$ cat src/rtl/sdma_pkg.sv
package sdma_pkg;
  localparam int unsigned IDX_W = 3;

  typedef enum logic [IDX_W-1:0] {
    IX_CMD  = 3'd0,
    IX_SCNT = 3'd1,
    IX_SADR = 3'd2,
    IX_WCNT = 3'd3,
    IX_WADR = 3'd4,
    IX_STAT = 3'd5,
    IX_SDSC = 3'd6,
    IX_WDSC = 3'd7
  } reg_ix_e;

  typedef enum logic [1:0] {
    OP_IDLE  = 2'd0,
    OP_BLAST = 2'd1,
    OP_ABORT = 2'd2,
    OP_START = 2'd3
  } op_e;

  localparam int unsigned CMD_DIR_BIT = 7;

  // status flag positions
  localparam int unsigned ST_PWDN = 0;
  localparam int unsigned ST_ERR  = 1;
  localparam int unsigned ST_ABRT = 2;
  localparam int unsigned ST_DONE = 3;
  localparam int unsigned ST_IRQ  = 4;
  localparam int unsigned ST_BLST = 5;
  localparam int unsigned ST_W    = 6;

  localparam logic [ST_W-1:0] ST_CLR_MASK =
    ST_W'((1 << ST_ERR) | (1 << ST_ABRT) | (1 << ST_DONE));
endpackage

$ cat src/rtl/sdma_ctrl.sv
module sdma_ctrl
  import sdma_pkg::*;
#(
  parameter int unsigned DW = 32
) (
  input  logic             clk,
  input  logic             rst,
  input  logic             wr_en,
  input  logic [IDX_W-1:0] wr_idx,
  input  logic [DW-1:0]    wr_data,
  output logic [DW-1:0]    cmd_q,
  output logic [DW-1:0]    scnt_q,
  output logic [DW-1:0]    sadr_q,
  output logic [DW-1:0]    sdsc_q,
  output logic             start_p,
  output logic             abort_q,
  output logic             dma_en_q
);
  localparam int unsigned NSTART = 3;

  logic            cmd_wr;
  op_e             op;
  logic [DW-1:0]   start_q [NSTART];

  assign cmd_wr  = wr_en && (wr_idx == IX_CMD);
  assign op      = op_e'(wr_data[1:0]);
  assign start_p = cmd_wr && (op == OP_START);

  always_ff @(posedge clk) begin
    if (rst) begin
      cmd_q    <= '0;
      dma_en_q <= 1'b0;
      abort_q  <= 1'b0;
    end else begin
      abort_q <= cmd_wr && (op == OP_ABORT);
      if (cmd_wr) begin
        cmd_q <= wr_data;
        case (op)
          OP_IDLE:  dma_en_q <= 1'b0;
          OP_START: dma_en_q <= 1'b1;
          default:  dma_en_q <= dma_en_q;
        endcase
      end
    end
  end

  for (genvar g = 0; g < NSTART; g++) begin : g_start
    localparam logic [IDX_W-1:0] MY_IX =
      (g == 0) ? IX_SCNT : (g == 1) ? IX_SADR : IX_SDSC;
    always_ff @(posedge clk) begin
      if (rst)
        start_q[g] <= '0;
      else if (wr_en && (wr_idx == MY_IX))
        start_q[g] <= wr_data;
    end
  end

  assign scnt_q = start_q[0];
  assign sadr_q = start_q[1];
  assign sdsc_q = start_q[2];
endmodule

$ cat src/rtl/sdma_work.sv
module sdma_work #(
  parameter int unsigned DW    = 32,
  parameter int unsigned LEN_W = 24
) (
  input  logic             clk,
  input  logic             rst,
  input  logic             load,
  input  logic [DW-1:0]    scnt,
  input  logic [DW-1:0]    sadr,
  input  logic [DW-1:0]    sdsc,
  input  logic             cmd_dir,
  input  logic             dma_en,
  input  logic             cmd_done,
  input  logic             brq_valid,
  input  logic             brq_to_mem,
  input  logic [LEN_W-1:0] brq_len,
  output logic [DW-1:0]    wcnt_q,
  output logic [DW-1:0]    wadr_q,
  output logic [DW-1:0]    wdsc_q,
  output logic             mem_req,
  output logic             mem_wr,
  output logic [DW-1:0]    mem_addr,
  output logic [LEN_W-1:0] mem_len
);
  localparam logic [DW-1:0] WADR_RST = '1;
  localparam logic [DW-1:0] WDSC_RST = ~DW'(2);

  logic          accept;
  logic [DW-1:0] len_ext;
  logic [DW-1:0] take;

  assign accept  = brq_valid && dma_en && (brq_to_mem == cmd_dir);
  assign len_ext = DW'(brq_len);
  assign take    = (len_ext > wcnt_q) ? wcnt_q : len_ext;

  always_ff @(posedge clk) begin
    if (rst) begin
      wcnt_q   <= '0;
      wadr_q   <= WADR_RST;
      wdsc_q   <= WDSC_RST;
      mem_req  <= 1'b0;
      mem_wr   <= 1'b0;
      mem_addr <= '0;
      mem_len  <= '0;
    end else begin
      mem_req <= 1'b0;
      if (load) begin
        wcnt_q <= scnt;
        wadr_q <= sadr;
        wdsc_q <= sdsc;
      end else if (cmd_done) begin
        wcnt_q <= '0;
      end else if (accept) begin
        mem_req  <= 1'b1;
        mem_wr   <= brq_to_mem;
        mem_addr <= wadr_q;
        mem_len  <= take[LEN_W-1:0];
        wcnt_q   <= wcnt_q - take;
        wadr_q   <= wadr_q + take;
      end
    end
  end
endmodule

$ cat src/rtl/sdma_status.sv
module sdma_status
  import sdma_pkg::*;
(
  input  logic            clk,
  input  logic            rst,
  input  logic            clr_all,
  input  logic            set_done,
  input  logic            wr_stat,
  input  logic [ST_W-1:0] wr_bits,
  input  logic            rd_stat,
  input  logic            rd_clears,
  output logic [ST_W-1:0] st_q
);
  logic [ST_W-1:0] st_nxt;

  always_comb begin
    st_nxt = st_q;
    if (clr_all)
      st_nxt = '0;
    else if (rd_clears) begin
      if (rd_stat)
        st_nxt = st_q & ~ST_CLR_MASK;
    end else if (wr_stat) begin
      st_nxt = st_q & ~(wr_bits & ST_CLR_MASK);
    end
    if (set_done)
      st_nxt[ST_DONE] = 1'b1;
    st_nxt[ST_IRQ] = 1'b0;
  end

  always_ff @(posedge clk) begin
    if (rst) st_q <= '0;
    else     st_q <= st_nxt;
  end
endmodule

$ cat src/rtl/scsi_dma_chan.sv
module scsi_dma_chan
  import sdma_pkg::*;
#(
  parameter int unsigned DW    = 32,
  parameter int unsigned LEN_W = 24
) (
  input  logic             clk,
  input  logic             rst,
  input  logic             reg_wr,
  input  logic             reg_rd,
  input  logic [2:0]       reg_idx,
  input  logic [DW-1:0]    reg_wdata,
  output logic [DW-1:0]    reg_rdata,
  input  logic             stat_rd_clears,
  input  logic             core_irq,
  input  logic             cmd_done,
  input  logic             brq_valid,
  input  logic             brq_to_mem,
  input  logic [LEN_W-1:0] brq_len,
  output logic             mem_req,
  output logic             mem_wr,
  output logic [DW-1:0]    mem_addr,
  output logic [LEN_W-1:0] mem_len,
  output logic             dma_en,
  output logic             abort_req
);
  logic [DW-1:0]   cmd_q, scnt_q, sadr_q, sdsc_q;
  logic [DW-1:0]   wcnt_q, wadr_q, wdsc_q;
  logic            start_p;
  logic [ST_W-1:0] stat_q;
  logic [ST_W-1:0] stat_view;

  sdma_ctrl #(.DW(DW)) u_ctrl (
    .clk(clk), .rst(rst),
    .wr_en(reg_wr), .wr_idx(reg_idx), .wr_data(reg_wdata),
    .cmd_q(cmd_q), .scnt_q(scnt_q), .sadr_q(sadr_q), .sdsc_q(sdsc_q),
    .start_p(start_p), .abort_q(abort_req), .dma_en_q(dma_en)
  );

  sdma_work #(.DW(DW), .LEN_W(LEN_W)) u_work (
    .clk(clk), .rst(rst), .load(start_p),
    .scnt(scnt_q), .sadr(sadr_q), .sdsc(sdsc_q),
    .cmd_dir(cmd_q[CMD_DIR_BIT]), .dma_en(dma_en), .cmd_done(cmd_done),
    .brq_valid(brq_valid), .brq_to_mem(brq_to_mem), .brq_len(brq_len),
    .wcnt_q(wcnt_q), .wadr_q(wadr_q), .wdsc_q(wdsc_q),
    .mem_req(mem_req), .mem_wr(mem_wr), .mem_addr(mem_addr), .mem_len(mem_len)
  );

  sdma_status u_stat (
    .clk(clk), .rst(rst),
    .clr_all(start_p), .set_done(cmd_done),
    .wr_stat(reg_wr && (reg_idx == IX_STAT)), .wr_bits(reg_wdata[ST_W-1:0]),
    .rd_stat(reg_rd && (reg_idx == IX_STAT)), .rd_clears(stat_rd_clears),
    .st_q(stat_q)
  );

  always_comb begin
    stat_view = stat_q;
    stat_view[ST_IRQ] = core_irq;
  end

  always_ff @(posedge clk) begin
    if (rst)
      reg_rdata <= '0;
    else if (reg_rd) begin
      case (reg_ix_e'(reg_idx))
        IX_CMD:  reg_rdata <= cmd_q;
        IX_SCNT: reg_rdata <= scnt_q;
        IX_SADR: reg_rdata <= sadr_q;
        IX_WCNT: reg_rdata <= wcnt_q;
        IX_WADR: reg_rdata <= wadr_q;
        IX_STAT: reg_rdata <= {{(DW-ST_W){1'b0}}, stat_view};
        IX_SDSC: reg_rdata <= sdsc_q;
        default: reg_rdata <= wdsc_q;
      endcase
    end
  end
endmodule

$ cat config.mk
export PLATFORM = sky130hd
export DESIGN_NAME = scsi_dma_chan
export DESIGN_NICKNAME = d
export VERILOG_FILES = /design/src/rtl/sdma_pkg.sv /design/src/rtl/sdma_ctrl.sv /design/src/rtl/sdma_work.sv /design/src/rtl/sdma_status.sv /design/src/rtl/scsi_dma_chan.sv
export SDC_FILE = /design/constraint.sdc
export NUM_CORES = 1
export LEC_CHECK = 0
export BUFFER_PORTS_ARGS = -buffer_cell sky130_fd_sc_hd__buf_2
export CAP_MARGIN = 20
export CORE_ASPECT_RATIO = 1.75
export CORE_MARGIN = 4
export CORE_UTILIZATION = 30
export DETAILED_ROUTE_END_ITERATION = 16
export GPL_TIMING_DRIVEN = 0
export HOLD_SLACK_MARGIN = 0.08
export PLACE_DENSITY = 0.5
export SETUP_SLACK_MARGIN = 0.2
export SLEW_MARGIN = 20
export SYNTH_ARGS = -nofsm -noshare
export SYNTH_HDL_FRONTEND = slang
export SYNTH_SLANG_ARGS = --single-unit
$ cat constraint.sdc
create_clock -name clk -period 7.35 [get_ports clk]
set_input_delay 0.3675 -clock clk [delete_from_list [all_inputs] [get_ports clk]]
set_output_delay 0.3675 -clock clk [all_outputs]
set_load 0.005 [all_outputs]
After elaboration in Yosys (flattened, before gate mapping)
Memories as Yosys holds them, arrays and structs flattened.
Cells that the tools add are included.
{"block": "word_totals", "reg_bits": 225, "latch_bits": 0, "mem_bits_rw": 96, "mem_bits_ro": 0, "out_inout_bits": 92, "wordCells": 92, "n_memories": 1}
{"block": "classes", "add_sub_neg": 2, "mul": 0, "n_div": 0, "n_lt_le_gt_ge": 1, "n_eq_ne": 12, "shifts": 0, "n_mux": 29, "bitwise_logic": 8, "reduce_logical": 25}
{"memory": "u_ctrl.start_q", "depth": 3, "width": 32, "rd": 3, "rd_ports_with_merged_regs": 0, "wr": 3, "line_no": "sdma_ctrl.sv:23", "source": "logic [DW-1:0] start_q [NSTART];"}
{"cell": "$mux 32", "count": 10}
{"cell": "$pmux 32 s7", "count": 1}
{"cell": "$add 32x32->32", "count": 1}
{"cell": "$gt 24x32->1", "count": 1}
{"cell": "$sub 32x32->32", "count": 1}
{"cell": "$mux 1", "count": 13}
{"cell": "$mux 6", "count": 2}
{"cell": "$logic_and 1x1->1", "count": 10}
{"cell": "$reduce_and 2->1", "count": 5}
{"cell": "$eq 3x3->1 const B", "count": 3}
{"cell": "$mux 4", "count": 2}
{"cell": "$and 6x6->6", "count": 1}
{"cell": "$eq 3x2->1 const B", "count": 2}
{"cell": "$not 4->6", "count": 1}
{"cell": "$reduce_bool 2->1", "count": 3}
{"cell": "$eq 2x2->1 const B", "count": 2}
{"cell": "$ne 2x1->1 const B", "count": 2}
{"cell": "$ne 4x1->1 const B", "count": 1}
{"cell": "$reduce_bool 4->1", "count": 1}
{"cell": "$eq 3x1->1 const B", "count": 1}
{"cell": "$logic_not 3->1", "count": 1}
{"cell": "$not 1->1", "count": 3}
{"cell": "$or 1x1->1", "count": 3}
{"cell": "$reduce_and 3->1", "count": 1}
{"cell": "6 further kinds", "count": 6}

Logic depth before layout (Yosys ltp)
{"block": "depth", "word_depth": 6, "depth_mapped": 24, "mapped_depth_nobuf": 22}

Cells and area by module
From an unflattened synthesis, not the netlist that was laid out.
{"block": "hier_totals", "cells_unflattened": 1936, "hier_area_um2": 17611.9}
{"module": "sdma_work", "n_inst": 1, "cells_each": 1186, "area_per_inst_um2": 9590.4, "seq_area_each_um2": 3083.0}
{"module": "sdma_ctrl", "n_inst": 1, "cells_each": 364, "area_per_inst_um2": 4809.6, "seq_area_each_um2": 3563.4}
{"module": "scsi_dma_chan", "n_inst": 1, "cells_each": 369, "area_per_inst_um2": 3037.9, "seq_area_each_um2": 640.6}
{"module": "sdma_status", "n_inst": 1, "cells_each": 17, "area_per_inst_um2": 173.9, "seq_area_each_um2": 80.1}

Worst setup path before layout
OpenSTA, ideal clock, no wires.
{"block": "synth_timing", "kind": "flip-flop to flip-flop", "startpoint": "register u_work.wcnt_q[1]", "endpoint": "register u_work.wcnt_q[18]", "setup_time_ps": 86, "arrival_time_ps": 4547, "required_time_ps": 7264, "path_slack_ps": 2718, "path_stages_with_launch": 25, "n_path_buf": 2, "synth_period_minus_slack_ps": 4632, "cell_sequence": "dfxtp_1 > inv_1 > ha_1 > nor2b_1 > o21a_1 > o21ai_1 > a21oi_1 > o31a_1 > o21ai_0 > a21boi_1 > buf_4 > buf_6 > mux2i_1 > ha_1 > inv_1 > fa_1 > a211oi_1 > o21ai_0 > a22o_1 > a21bo_2 > a31o_2 > xnor2_1 > a211oi_1 > a21oi_1 > a211oi_1"}
{"block": "synth_between", "elab_chain_cells": 6}
{"item": "from (decl)", "line_no": "sdma_work.sv:17", "source": "output logic [DW-1:0] wcnt_q,"}
{"item": "from (signal assigned)", "line_no": "sdma_work.sv:48", "source": "wcnt_q <= scnt;"}
{"item": "from (signal assigned)", "line_no": "sdma_work.sv:58", "source": "wcnt_q <= wcnt_q - take;"}
{"item": "$gt 24x32->1", "line_no": "sdma_work.sv:34", "source": "assign take = (len_ext > wcnt_q) ? wcnt_q : len_ext;"}
{"item": "$mux 32", "line_no": "sdma_work.sv:34"}
{"item": "via u_work.take[0]", "line_no": "sdma_work.sv:30", "source": "logic [DW-1:0] take;"}
{"item": "$sub 32x32->32", "line_no": "sdma_work.sv:58"}
{"item": "$mux 32", "line_no": "sdma_work.sv:53", "source": "end else if (accept) begin"}
{"item": "$mux 32", "line_no": "sdma_work.sv:51", "source": "end else if (cmd_done) begin"}
{"item": "$mux 32", "line_no": "sdma_work.sv:47", "source": "if (load) begin"}
The timed path passes the listed nets, and every way through them passes these cells. The select of a mux whose other input is x is not followed.
A chain may end at the register's enable or synchronous reset.

Worst setup path after layout
{"block": "layout_timing", "startpoint": "register u_work.wcnt_q[1]", "endpoint": "register u_work.wadr_q[30]"}
{"block": "layout_between", "elab_chain_cells": 6}
{"item": "$gt 24x32->1", "line_no": "sdma_work.sv:34"}
{"item": "$mux 32", "line_no": "sdma_work.sv:34"}
{"item": "via u_work.take[0]", "line_no": "sdma_work.sv:30"}
{"item": "$add 32x32->32", "line_no": "sdma_work.sv:59", "source": "wadr_q <= wadr_q + take;"}
{"item": "$mux 32", "line_no": "sdma_work.sv:53"}
{"item": "$mux 32", "line_no": "sdma_work.sv:51"}
{"item": "$mux 32", "line_no": "sdma_work.sv:47"}
{"item": "to (signal assigned)", "line_no": "sdma_work.sv:49", "source": "wadr_q <= sadr;"}
{"item": "to (signal assigned)", "line_no": "sdma_work.sv:59"}
{"item": "to (decl)", "line_no": "sdma_work.sv:18", "source": "output logic [DW-1:0] wadr_q,"}
The timed path passes the listed nets, and every way through them passes these cells. The select of a mux whose other input is x is not followed.

==> qor.csv <==
stage;metric;value;unit
clock_network;Reg clk slew, reported paths;0.06;ns
worst_setup_path;Worst setup EP type;flop;
floorplan;Die H;327;um
floorplan;Top Ports;160;
worst_setup_path;RR Startpoint;u_work.wcnt_q[1];
floorplan;DIE WIDTH;190;um
worst_setup_path;Max stage delay on crit path;0.63;ns
timing;Final Hold Fails;0;
drt;post-route ant nets;0;
yosys;Netlist Area Pre-Place;17500;um^2
yosys;number of distinct library cells after synthesis;83;
yosys;syn_area_per_cell;8.74;um^2
yosys;#FFs+latches synth;320;
worst_setup_path;WP data arrival;6.47;ns
worst_setup_path;Worst Path Required;7.76;ns
floorplan;CORE AREA;57500;um^2
grt;GRT overflow;0;
timing;Worst Tran Pin Value;1.17;ns
grt;number of global-route vias before repair;16336;
clock_network;Root Buffer;clkbuf_16;
clock_network;H-tree depth;2;
timing;final worst path period share;0.824;
cells_and_area;area growth from synthesis to layout;17.5;%
yosys;Post-synth ARST share;0;
cells_and_area;final net count;2362;
job;max cap viols;0;
timing;Achievable Freq;0.165;GHz
worst_setup_path;CP max-delay cell;mux2i_1;
floorplan;Rows;116;
timing;slew margin rel.;0.218;
yosys;Seq/Total Area, Yosys;0.422;
worst_setup_path;reg2reg end;u_work.wadr_q[30];
worst_setup_path;critical path class;reg -> reg;
place;IO buf count;156;
hold_path;worst hold stages;3;
yosys;Most used DFF post-synth;dfxtp_1;
yosys;top cells by area, synth;dfxtp_1, edfxtp_1, nand2_1;
timing;RSZ-0062 raised after global routing;no;
timing;Final setup violation count;0;
clock_network;CTS tree;yes;
timing;Tmin final;6.06;ns
grt;initial antenna violation count;1;
place;routability cong.;1.06;
clock_network;latest clock arrival within the worst-skew pair;0.57;ns
worst_setup_path;critical path startpoint category;flop;
place;DPL Wire Length;67000;um
worst_setup_path;crit-path cells;inv_1 -> ha_1 -> nor2b_1 -> o21a_1 -> o21ai_1 -> a21oi_1 -> o31a_1 -> o21ai_0 -> a21boi_1 -> buf_4 -> buf_6 -> mux2i_1 -> ha_1 -> inv_1 -> fa_1 -> nor2b_1 -> o31a_1 -> a31oi_1 -> a211oi_1 -> nor3b_1 -> o31ai_1 -> a21oi_1 -> xor2_1 -> o211ai_1;
floorplan;initial core utilization;0.304;
pwr;peak supply drop;0.000126;V
drt;final WL;82800;um
drt;first-pass iteration count of the detailed router;6;
drt;DRT iter0 DRCs;1470;
pwr;PD cells;223;nW/um^2
status;status;finished clean;
clock_network;Post-CTS Hold Buffers;10;
pwr;P_leak;8.23;nW
drt;DR vias/cell;5.45;
hold_path;Hold WC Path Type;in -> reg;
clock_network;Clock Path Buffers;3;
hold_path;Worst Hold End;u_ctrl.cmd_q[0];
hold_path;Worst Hold Launch;reg_wdata[0];
cells_and_area;Ant. Diodes;0;
clock_network;Post-CTS Setup Bufs;0;
grt;first-pass GRT wire length;118000;um
cells_and_area;final core utilization;0.357;
yosys;cells after synthesis;1998;
yosys;number of synthesized flops with an enable pin;96;
grt;pin count of the biggest net entering global routing;25;
cells_and_area;layout cell share with drive strength beyond 1;0.119;
yosys;Yosys top cell by area;dfxtp_1;
grt;total track usage;0.259;
worst_setup_path;CP max FO;10;
worst_setup_path;worst-case reg-to-reg path depth;24;
timing;setup_tns;0;ns
floorplan;DIE AREA;62300;um^2
timing;clk_skew;0.0281;ns
drt;WL/cell;27.5;um
clock_network;CTS sink count;320;
worst_setup_path;flop2flop setup slack;1.29;ns
clock_network;# resized after CTS;0;
drt;DRC;0;
clock_network;Num CTS Buffers;35;
yosys;top-area cell type share of the netlist area;0.257;
timing;Pins Over Slew Limit;0;
yosys;Syn. warnings;0;
drt;Via Count;16385;
power breakdown:
group          switching [mW]  total [mW]  internal, mW
sequential             0.0737        1.95          1.88
combinational           0.525       0.824         0.299
clock                   0.799        1.81          1.01
stage by stage:
step	total power, mW	instances	area [um^2]	hold WS (ns)	worst slack (ns)
after detailed placement	2.79	2930	19300	0.447	1.39
after global placement	2.79	2927	19200	0.442	1.41
final	4.58	3004	20500	0.101	1.29
after CTS	4.60	3004	20500	0.0806	1.34
after floorplan	2.47	2004	17500	0.430	2.72
after global routing	4.74	3004	20500	0.119	0.876
per-layer routing:
| metal | GRT usage | part of all wire |
|---|---|---|
| met5 | 0 | 0.000097 |
| met2 | 0.453 | 0.49 |
| met3 | 0.0322 | 0.049 |
| met1 | 0.291 | 0.38 |
| met4 | 0.177 | 0.086 |
sequential cells by signal, indices dropped and copies added (netlist names), 4 cells and up:
name	flops
u_ctrl.start_q	96
u_work.mem_addr	32
u_work.wcnt_q	32
u_work.mem_len	24
u_work.wadr_q	32
reg_rdata	32
u_work.wdsc_q	32
u_stat.st_q	4
u_ctrl.cmd_q	32
cells in the mapped netlist (25+ instances only):
cell / instances
o211ai_1: 27
and2_1: 99
clkbuf_1: 102
nor3_1: 25
nand2b_1: 41
a22oi_1: 28
edfxtp_1: 96
a21oi_1: 182
a211oi_1: 55
ha_1: 82
o21ai_0: 111
nand3b_1: 34
inv_1: 62
nand2_1: 315
mux2i_1: 66
dfxtp_1: 224
nor2_1: 142
worst max path at each step:
stage / end / slack [ns] / cells past startpoint / start
2_1_floorplan: u_work.wcnt_q[18] / 2.72 / 24 / u_work.wcnt_q[1]
3_3_place_gp: u_work.wadr_q[30] / 1.41 / 24 / u_work.wcnt_q[1]
3_5_place_dp: u_work.wadr_q[30] / 1.39 / 24 / u_work.wcnt_q[1]
4_1_cts: u_work.wadr_q[30] / 1.34 / 24 / u_work.wcnt_q[1]
5_1_grt: u_work.wadr_q[30] / 0.88 / 24 / u_work.wcnt_q[1]
6_report: u_work.wadr_q[30] / 1.29 / 24 / u_work.wcnt_q[1]
critical path, delay by kind of cell (launching register included):
family,cells,cell delay (ns)
AOI/OAI and AO/OA,12,2.41
muxes,1,0.63
DFF,1,0.46
buffers and inverters,4,0.57
and+or+nand+nor,3,0.53
xor gates and xnor gates,1,0.21
adders and majority gates,3,1.10
cells by family after synthesis:
group | count (synthesis) | share of synthesized area
simple gates | 737 | 0.201
xor+xnor | 41 | 0.0206
flops | 320 | 0.422
other cells | 1 | 0.000215
compound gates | 540 | 0.194
fa+ha+maj | 84 | 0.0610
buf+inv | 189 | 0.0423
mux | 86 | 0.0591
layout by cell type, fill, tap and decap left out, types with 20 or more instances in the layout:
cell       count
nand3b_1      34
clkbuf_1     108
ha_1          82
nor2_1       142
nor3_1        25
a21o_1        22
clkbuf_16     35
dfxtp_1      224
buf_2        164
a22oi_1       28
and2_1        99
o211ai_1      27
xor2_1        20
xnor2_1       21
o21ai_0      111
edfxtp_1      96
nand2_1      315
nand2b_1      40
a211oi_1      55
mux2i_1       66
inv_1         62
a21oi_1      182
layout make-up:
type / count / area, um^2
Fill cell: 6129 / 36900
Clock buffer: 46 / 967
Timing Repair Buffer: 169 / 948
Sequential cell: 320 / 7370
Clock inverter: 18 / 161
Inverter: 63 / 236
Tap cell: 767 / 960
Multi-Input combinational cell: 1495 / 9390
Buffer: 126 / 502
Note: power is estimated with default switching activity, not from simulation.
